[src/rtl/csa_pkg.sv]
package csa_pkg;

    // Majority of three bits: the carry leg of a full adder.
    function automatic logic maj3(input logic a, input logic b, input logic c);
        return (a & b) | (a & c) | (b & c);
    endfunction

    // Parity of three bits: the sum leg of a full adder.
    function automatic logic par3(input logic a, input logic b, input logic c);
        return a ^ b ^ c;
    endfunction

    function automatic int ceil_div(input int n, input int d);
        return (n + d - 1) / d;
    endfunction

endpackage

[src/rtl/csa_compress_row.sv]
// One row of 3:2 compressors. Every position is independent; the carry
// vector leaves already shifted up by one position, with bit 0 tied low.
module csa_compress_row
    import csa_pkg::*;
#(
    parameter int W = 12
) (
    input  logic [W-1:0] sum_i,
    input  logic [W-1:0] cry_i,
    input  logic [W-1:0] add_i,
    output logic [W-1:0] sum_o,
    output logic [W-1:0] cry_o
);

    assign cry_o[0] = 1'b0;

    for (genvar i = 0; i < W; i++) begin : g_bit
        assign sum_o[i] = par3(sum_i[i], cry_i[i], add_i[i]);
        if (i < W - 1) begin : g_cry
            assign cry_o[i+1] = maj3(sum_i[i], cry_i[i], add_i[i]);
        end
    end

endmodule

[src/rtl/csa_lookahead_add.sv]
// Carry-propagate adder: lookahead inside each group, ripple between groups.
module csa_lookahead_add
    import csa_pkg::*;
#(
    parameter int W   = 12,
    parameter int GRP = 4
) (
    input  logic [W-1:0] a_i,
    input  logic [W-1:0] b_i,
    output logic [W-1:0] s_o
);

    localparam int NGRP = ceil_div(W, GRP);

    logic [NGRP-1:0] gcin;
    assign gcin[0] = 1'b0;

    for (genvar gi = 0; gi < NGRP; gi++) begin : g_grp
        localparam int LO = gi * GRP;
        localparam int GW = ((W - LO) < GRP) ? (W - LO) : GRP;

        logic [GW-1:0] gen, prp;
        logic [GW:0]   cv;

        assign gen = a_i[LO +: GW] & b_i[LO +: GW];
        assign prp = a_i[LO +: GW] | b_i[LO +: GW];

        // Each in-group carry is a flat sum of products of gen/prp and cin.
        always_comb begin
            logic term;
            cv    = '0;
            cv[0] = gcin[gi];
            for (int j = 1; j <= GW; j++) begin
                term = gcin[gi];
                for (int m = 0; m < j; m++) term = term & prp[m];
                cv[j] = term;
                for (int k = 0; k < j; k++) begin
                    term = gen[k];
                    for (int m = k + 1; m < j; m++) term = term & prp[m];
                    cv[j] = cv[j] | term;
                end
            end
        end

        assign s_o[LO +: GW] = a_i[LO +: GW] ^ b_i[LO +: GW] ^ cv[GW-1:0];

        if (gi < NGRP - 1) begin : g_chain
            assign gcin[gi+1] = cv[GW];
        end
    end

endmodule

[src/rtl/csa_accum.sv]
module csa_accum
    import csa_pkg::*;
#(
    parameter int OP_W    = 8,
    parameter int MAX_OPS = 16,
    parameter int GRP     = 4,
    localparam int ACC_W  = OP_W + $clog2(MAX_OPS)
) (
    input  logic             clk,
    input  logic             rst_n,
    input  logic             clr_i,
    input  logic             op_vld_i,
    input  logic [OP_W-1:0]  op_dat_i,
    input  logic             fin_i,
    output logic             res_vld_o,
    output logic [ACC_W-1:0] res_dat_o
);

    typedef struct packed {
        logic [ACC_W-1:0] sum;
        logic [ACC_W-1:0] cry;
        logic [ACC_W-1:0] res;
        logic             res_vld;
    } acc_state_t;

    acc_state_t st_d, st_q;

    logic [ACC_W-1:0] op_ext;
    logic [ACC_W-1:0] row_sum, row_cry;
    logic [ACC_W-1:0] resolved;

    assign op_ext = ACC_W'(op_dat_i);

    csa_compress_row #(.W(ACC_W)) u_row (
        .sum_i (st_q.sum),
        .cry_i (st_q.cry),
        .add_i (op_ext),
        .sum_o (row_sum),
        .cry_o (row_cry)
    );

    csa_lookahead_add #(.W(ACC_W), .GRP(GRP)) u_resolve (
        .a_i (st_q.sum),
        .b_i (st_q.cry),
        .s_o (resolved)
    );

    always_comb begin
        st_d         = st_q;
        st_d.res_vld = fin_i;
        if (fin_i) begin
            st_d.res = resolved;
        end
        if (clr_i) begin
            st_d.sum = '0;
            st_d.cry = '0;
        end else if (op_vld_i) begin
            if (fin_i) begin
                // Operand opens the next sequence on its own.
                st_d.sum = op_ext;
                st_d.cry = '0;
            end else begin
                st_d.sum = row_sum;
                st_d.cry = row_cry;
            end
        end else if (fin_i) begin
            st_d.sum = '0;
            st_d.cry = '0;
        end
    end

    always_ff @(posedge clk or negedge rst_n) begin
        if (!rst_n) begin
            st_q <= '0;
        end else begin
            st_q <= st_d;
        end
    end

    assign res_vld_o = st_q.res_vld;
    assign res_dat_o = st_q.res;

    AST_CLR_EMPTIES: assert property (@(posedge clk) disable iff (!rst_n)
        clr_i |=> (st_q.sum == '0 && st_q.cry == '0));

    AST_STEP_KEEPS_VALUE: assert property (@(posedge clk) disable iff (!rst_n)
        (op_vld_i && !clr_i && !fin_i) |=>
        (ACC_W'(st_q.sum + st_q.cry) ==
         ACC_W'($past(st_q.sum) + $past(st_q.cry) + ACC_W'($past(op_dat_i)))));

    AST_IDLE_HOLDS: assert property (@(posedge clk) disable iff (!rst_n)
        (!op_vld_i && !clr_i && !fin_i) |=> ($stable(st_q.sum) && $stable(st_q.cry)));

    AST_PULSE_FROM_FIN: assert property (@(posedge clk) disable iff (!rst_n)
        !fin_i |=> !res_vld_o);

    AST_RESULT_MATCHES: assert property (@(posedge clk) disable iff (!rst_n)
        fin_i |=> (res_dat_o == ACC_W'($past(st_q.sum) + $past(st_q.cry))));

    AST_RESULT_HELD: assert property (@(posedge clk) disable iff (!rst_n)
        !fin_i |=> $stable(res_dat_o));

endmodule

[config.mk]
export PLATFORM = sky130hd
export DESIGN_NAME = csa_accum
export DESIGN_NICKNAME = d
export VERILOG_FILES = /design/src/rtl/csa_pkg.sv /design/src/rtl/csa_compress_row.sv /design/src/rtl/csa_lookahead_add.sv /design/src/rtl/csa_accum.sv
export SDC_FILE = /design/constraint.sdc
export NUM_CORES = 1
export LEC_CHECK = 0
export CORE_ASPECT_RATIO = 1.75
export CORE_MARGIN = 2
export CORE_UTILIZATION = 40
export CTS_CLUSTER_DIAMETER = 40
export DETAILED_ROUTE_END_ITERATION = 7
export GPL_ROUTABILITY_DRIVEN = 0
export PLACE_DENSITY_LB_ADDON = 0.12
export SKIP_CTS_REPAIR_TIMING = 1
export SKIP_LAST_GASP = 1
export SYNTH_ARGS = -nofsm -noshare
export SYNTH_HDL_FRONTEND = slang
export SYNTH_SLANG_ARGS = --single-unit
export TNS_END_PERCENT = 1
[constraint.sdc]
create_clock -name clk -period 2.4 [get_ports clk]
set_clock_uncertainty 0.05 [all_clocks]
set_input_delay 0.72 -clock clk [delete_from_list [all_inputs] [get_ports clk]]
set_output_delay 0.72 -clock clk [all_outputs]
set_load 0.02 [all_outputs]
# Word-level counts from Yosys, hierarchy flattened
# Cells that the tools add are included.
[totals]
register_bits = 37
latch_bits = 0
ram_bits = 0
mem_bits_ro = 0
in_bits = 13
output_inout_bits = 13
wordCells = 128
mem_count = 0
[classes]
n_addsub = 0
mul = 0
n_div = 0
n_lt_le_gt_ge = 0
n_eq_ne = 0
n_shift = 0
muxes = 4
n_bitwise = 119
n_reduce_logical = 1
[ops]
columns = ["op", "n"]
rows = [
  ["$mux W24", 4],
  ["$and A1 B1 Y1", 49],
  ["$or A1 B1 Y1", 38],
  ["$xor A4 B4 Y4", 6],
  ["$xor A1 B1 Y1", 20],
  ["$and A4 B4 Y4", 2],
  ["$or A4 B4 Y4", 2],
  ["$and A3 B3 Y3", 1],
  ["$or A3 B3 Y3", 1],
  ["$reduce_bool A3 Y1", 1],
]

# Depth between registers and ports, before layout
# Gate-level depths: netlist (run 1).
[depth]
word_depth = 22
mapped_depth = 10
mapped_depth_nobuf = 10

# Cells and area by module
# From an unflattened synthesis (run 1), not the netlist that was laid out.
[unflattened]
hier_cells = 228
area_unflattened_um2 = 2630.0
[modules_own_cells]
columns = ["module", "instances", "cells_per_inst", "area_each_um2", "seq_area_each_um2"]
rows = [
  ["csa_accum", 1, 129, 1700.4, 925.9],
  ["csa_lookahead_add", 1, 85, 674.4, 0.0],
  ["csa_compress_row", 1, 14, 255.2, 0.0],
]

# Worst setup path before layout (run 1)
# Ideal clock, no wire load.
[synth_path]
kind = "register to register"
from = "register st_q[15] (netlist bit)"
to = "register st_q (netlist bit res_dat_o[9])"
setup_ns = 0.125
t_arrival_ns = 2.215
required_time_ns = 2.225
setup_slack_ns = 0.010
stages_incl_launch_ff = 11
n_path_buf = 0
synth_period_minus_slack_ns = 2.390
path_cell_list = "dfrtp_1 > inv_1 > ha_1 > nor2b_4 > o311ai_2 > a221o_2 > a21oi_1 > nor2_1 > fa_1 > xnor2_1 > mux2_2"
[synth_between]
elab_chain_cells = 17
word_cells_on_any_way = 21
cone_classes = "bitwise (21)"
[synth_lines]
columns = ["element", "line", "text"]
rows = [
  ["from (decl)", "csa_accum.sv:26", "acc_state_t st_d, st_q;"],
  ["from (signal assigned)", "csa_accum.sv:76", "st_q <= st_d;"],
  ["$or A4 B4 Y4", "csa_lookahead_add.sv:26", "assign prp = a_i[LO +: GW] | b_i[LO +: GW];"],
  ["$and A1 B1 Y1 (2 in series)", "csa_lookahead_add.sv:39", "for (int m = k + 1; m < j; m++) term = term & prp[m];"],
  ["$or A1 B1 Y1", "csa_lookahead_add.sv:40", "cv[j] = cv[j] | term;"],
  ["$or A1 B1 Y1 * (2 in series)", "csa_lookahead_add.sv:40", ""],
  ["$and A1 B1 Y1 * (4 in series)", "csa_lookahead_add.sv:35", "for (int m = 0; m < j; m++) term = term & prp[m];"],
  ["$or A1 B1 Y1 * (4 in series)", "csa_lookahead_add.sv:40", ""],
  ["$and A1 B1 Y1 *", "csa_lookahead_add.sv:35", ""],
  ["$or A1 B1 Y1 *", "csa_lookahead_add.sv:40", ""],
  ["$xor A4 B4 Y4 *", "csa_lookahead_add.sv:45", "assign s_o[LO +: GW] = a_i[LO +: GW] ^ b_i[LO +: GW] ^ cv[GW-1:0];"],
]
# Every way passes the cells marked *; elsewhere a longest branch is shown, timed or not.
# A chain may end at the register's enable or synchronous reset.

# Final worst setup path (run 1)
[layout_path]
from = "register st_q[26] (netlist bit)"
to = "register st_q (netlist bit res_dat_o[9])"
[layout_between]
elab_chain_cells = 18
word_cells_on_any_way = 21
cone_classes = "bitwise (21)"
[layout_lines]
columns = ["element", "line"]
rows = [
  ["$or A4 B4 Y4", "csa_lookahead_add.sv:26"],
  ["$and A1 B1 Y1 (3 in series)", "csa_lookahead_add.sv:39"],
  ["$or A1 B1 Y1 * (3 in series)", "csa_lookahead_add.sv:40"],
  ["$and A1 B1 Y1 * (4 in series)", "csa_lookahead_add.sv:35"],
  ["$or A1 B1 Y1 * (4 in series)", "csa_lookahead_add.sv:40"],
  ["$and A1 B1 Y1 *", "csa_lookahead_add.sv:35"],
  ["$or A1 B1 Y1 *", "csa_lookahead_add.sv:40"],
  ["$xor A4 B4 Y4 *", "csa_lookahead_add.sv:45"],
]
# Marks and branches as above.

==> insert_results.sql, run 1 <==
INSERT INTO impl_metrics (metric_group, metric, value, unit) VALUES
('status', 'run_status', 'complete, no violations', ''),
('routing', 'detailedRoute.firstIterationViolations', '44', ''),
('clock_network', 'ctsHtreeMaxLevel', '2', ''),
('synthesis', 'synth.most_common_cell', 'nor2_1', ''),
('synthesis', 'syn_area_per_cell', '10.3', 'um^2'),
('layout', 'multiInputGateArea', '1270', 'um^2'),
('floorplanning', 'coreArea', '5790', 'um^2'),
('global_route', 'grt_pass1_wl', '7870', 'um'),
('pwr', 'powerDensity', '462', 'nW/um^2'),
('run', 'max_cap_violations', '0', ''),
('floorplanning', 'floorplan.initialDensity', '41.0', '%'),
('synthesis', 'async_reset_ff_share', '100', '%'),
('pwr', 'power_leakage', '1.29', 'nW'),
('synthesis', 'synth_sequential_area_ratio', '38.0', '%'),
('worst_setup_path', 'critical_path.max_fanout', '3', ''),
('placement', 'place_hpwl', '3470', 'um'),
('pwr', 'irDropWorstVdd', '255', 'uV'),
('layout', 'n_fill_cell', '558', ''),
('worst_setup_path', 'reg2regPathDepth', '9', ''),
('clock_network', 'clk_latency', '280', 'ps'),
('layout', 'final_cell_area', '2870', 'um^2'),
('clock_network', 'clockRootBuffer', 'clkbuf_8', ''),
('layout', 'layout-drive-gt1-share', '17.6', '%'),
('placement', 'detailedPlace.worstSlack', '-9.55', 'ps'),
('placement', 'place_area', '2710', 'um^2'),
('global_route', 'antenna_violations_before_repair', '0', ''),
('floorplanning', 'std_cell_rows', '37', ''),
('layout', 'antenna_cells_inserted', '0', ''),
('worst_setup_path', 'critPathLaunchType', 'flop', ''),
('sta', 'hold_viol', '0', ''),
('synthesis', 'post_synth_main_area_contributors', 'dfrtp_1 (38%), ha_1 (11%), mux2i_1 (11%)', ''),
('synthesis', 'synth_commonest_cells', 'nor2_1 (38), dfrtp_1 (36), inv_1 (28)', ''),
('floorplanning', 'floorplan.die.width', '62.2', 'um'),
('sta', 'total_count_of_max_transition_violations_in_the_final_report', '0', ''),
('synthesis', 'synth_area', '2370', 'um^2'),
('synthesis', 'syn_nets', '273', ''),
('floorplanning', 'chipHeight', '106', 'um'),
('routing', 'drc', '0', ''),
('placement', 'count_of_input_and_output_buffers', '25', ''),
('sta', 'clock.fmax', '433', 'MHz'),
('worst_setup_path', 'required', '2520', 'ps'),
('sta', 'layout_worst_path_cycle_share', '96.3', '%'),
('worst_setup_path', 'crit_arrival', '2430', 'ps'),
('clock_network', 'clockBufferDepth', '2', ''),
('synthesis', 'yosys_warnings', '0', ''),
('synthesis', 'post_synth_num_cell_types', '33', ''),
('layout', 'ff_latch_area', '902', 'um^2'),
('sta', 'worst-slew-pin-transition', '453', 'ps'),
('layout', 'area_growth_syn_to_layout', '21.0', '%'),
('worst_setup_path', 'setup.worst_path.class', 'flop to flop', ''),
('sta', 'maxSlewHeadroom', '69.8', '%'),
('synthesis', 'synth.ff_latch_count', '36', ''),
('min_path', 'min-delay-path-class', 'primary input to async pin', ''),
('sta', 'final.setup.worst_slack', '89.0', 'ps'),
('global_route', 'first_global_vias', '1641', ''),
('routing', 'via_per_inst', '4.72', ''),
('global_route', 'grt_start_max_net_pins', '32', ''),
('layout', 'utilization', '49.6', '%'),
('synthesis', 'synth_enable_flop_cells', '0', ''),
('sta', 'setup_viol', '0', ''),
('routing', 'wire_per_inst', '13.8', 'um'),
('global_route', 'grt_util_all_layers', '15.5', '%'),
('routing', 'detailedRoute.firstPassIterationCount', '4', ''),
('layout', 'fin_nets', '298', ''),
('floorplanning', 'boundary_pin_count', '26', ''),
('clock_network', 'cts.clk_slew.worst_paths', '70', 'ps'),
('clock_network', 'numCtsBuffers', '5', ''),
('synthesis', 'synthDominantAreaCellType', 'dfrtp_1', ''),
('clock_network', 'clock_sink_count', '36', ''),
('synthesis', 'ys_dominant_reg_cell', 'dfrtp_1', ''),
('global_route', 'grt-ovfl-total', '0', ''),
('routing', 'drt.antenna.violating_nets', '0', ''),
('synthesis', 'synthesis.instances', '230', ''),
('synthesis', 'post-synth-top-area-fraction', '38.0', '%'),
('worst_setup_path', 'worst_setup_path_end_kind', 'flop', ''),
('clock_network', 'cts_tree', 'built', ''),
('routing', 'dr_total_vias', '1577', ''),
('floorplanning', 'design.die.area', '6590', 'um^2'),
('routing', 'finalWirelength', '4600', 'um'),
('sta', 'final_critical_period', '2310', 'ps');
==> logic make-up after synthesis <==
| group | count (synthesis) | synth area share [%] |
|---|---|---|
| compound gates | 26 | 8.33 |
| flops | 36 | 38.0 |
| buf+inv | 51 | 10.3 |
| xor+xnor | 5 | 1.84 |
| mux | 30 | 12.9 |
| simple gates | 52 | 9.70 |
| fa+ha+maj | 30 | 19.0 |
==> layout by cell type, fill, tap and decap left out, drive strengths merged <==
cell type / n
nor2: 38
dfrtp: 36
inv: 28
mux2i: 25
clkdlybuf4s50: 24
ha: 20
buf: 17
fa: 10
a31oi: 8
clkbuf: 8
mux2: 5
xnor2: 4
a21oi: 4
or3: 3
nand2: 3
nor2b: 3
a31o: 3
o2111ai: 2
o21ai: 2
nand2b: 2
o311ai: 1
a221o: 1
or2: 1
nand3b: 1
a221oi: 1
nor3: 1
o21a: 1
a21boi: 1
o211ai: 1
o221ai: 1
xor2: 1
==> path summary, 6_finish.rpt <==
check | startpoint | end | slack, ps
max in group asynchronous | rst_n | st_q[16] | 1500
hold reg to reg | res_dat_o[5] | res_dat_o[5] | 460
hold / removal | rst_n | st_q[29] | 330
setup / recovery | st_q[26] | res_dat_o[9] | 90
min in group clk | res_dat_o[5] | res_dat_o[5] | 460
setup reg to reg | st_q[26] | res_dat_o[9] | 90
==> routing by layer <==
| layer | part of all wire, % | routed length [um] | GRT usage (%) | up-vias |
|---|---|---|---|---|
| met5 | 0 | 0 | 0 | - |
| met4 | 1.8 | 81 | 6.19 | 0 |
| met3 | 2.0 | 90 | 2.75 | 6 |
| met2 | 56 | 2590 | 29.5 | 19 |
| met1 | 40 | 1830 | 16.6 | 759 |
| li1 | - | - | - | 793 |
==> cell type report <==
| type | instances | share of cell area (%) |
|---|---|---|
| flip-flops and latches | 36 | 31.4 |
| inverters | 28 | 3.66 |
| repair buffers | 41 | 14.0 |
| well taps | 78 | 3.40 |
| clock buffers | 8 | 3.14 |
| multi-input cells | 143 | 44.4 |
==> power by group <==
| part | internal (mW) | switching, mW |
|---|---|---|
| combinational | 0.115 | 0.120 |
| clock | 0.234 | 0.211 |
| sequential | 0.631 | 0.0163 |
| total | 0.981 | 0.347 |
==> worst max-delay path, stage by stage, from the launching register on <==
cell      delay [ps]
dfrtp_1          390
ha_2             200
nor2b_4          170
o311ai_4         100
a221o_2          400
a21oi_2          130
nor2_1            60
fa_2             330
xnor2_1          130
mux2_2           260
==> flip-flops by register name, indices dropped and copies added (netlist names) <==
| name | count |
|---|---|
| st_q | 23 |
| res_dat_o | 12 |
| res_vld_o | 1 |
==> per-stage QoR <==
stage                     TNS, ps  instances  hold slack, ps  power [mW]
after CTS                   -13.9        330             340        1.35
final                           0        334             327        1.33
after detailed placement    -9.55        322             448       0.891
after global placement          0        322             441       0.888
after global routing        -5.29        334             343        1.41
after floorplan                 0        230             374       0.802
Power figures use the tool's default switching activity.
==> run 2: changes to the inputs <==
--- a/config.mk
+++ b/config.mk
@@ -11,9 +11,11 @@
 export CTS_CLUSTER_DIAMETER = 40
 export DETAILED_ROUTE_END_ITERATION = 7
 export GPL_ROUTABILITY_DRIVEN = 0
+export HOLD_SLACK_MARGIN = 0.12
 export PLACE_DENSITY_LB_ADDON = 0.12
 export SKIP_CTS_REPAIR_TIMING = 1
 export SKIP_LAST_GASP = 1
+export SLEW_MARGIN = 20
 export SYNTH_ARGS = -nofsm -noshare
 export SYNTH_HDL_FRONTEND = slang
 export SYNTH_SLANG_ARGS = --single-unit
==> results of run 2 <==
Same layout as run 1: the final DEF is identical, and so are final timing and power.
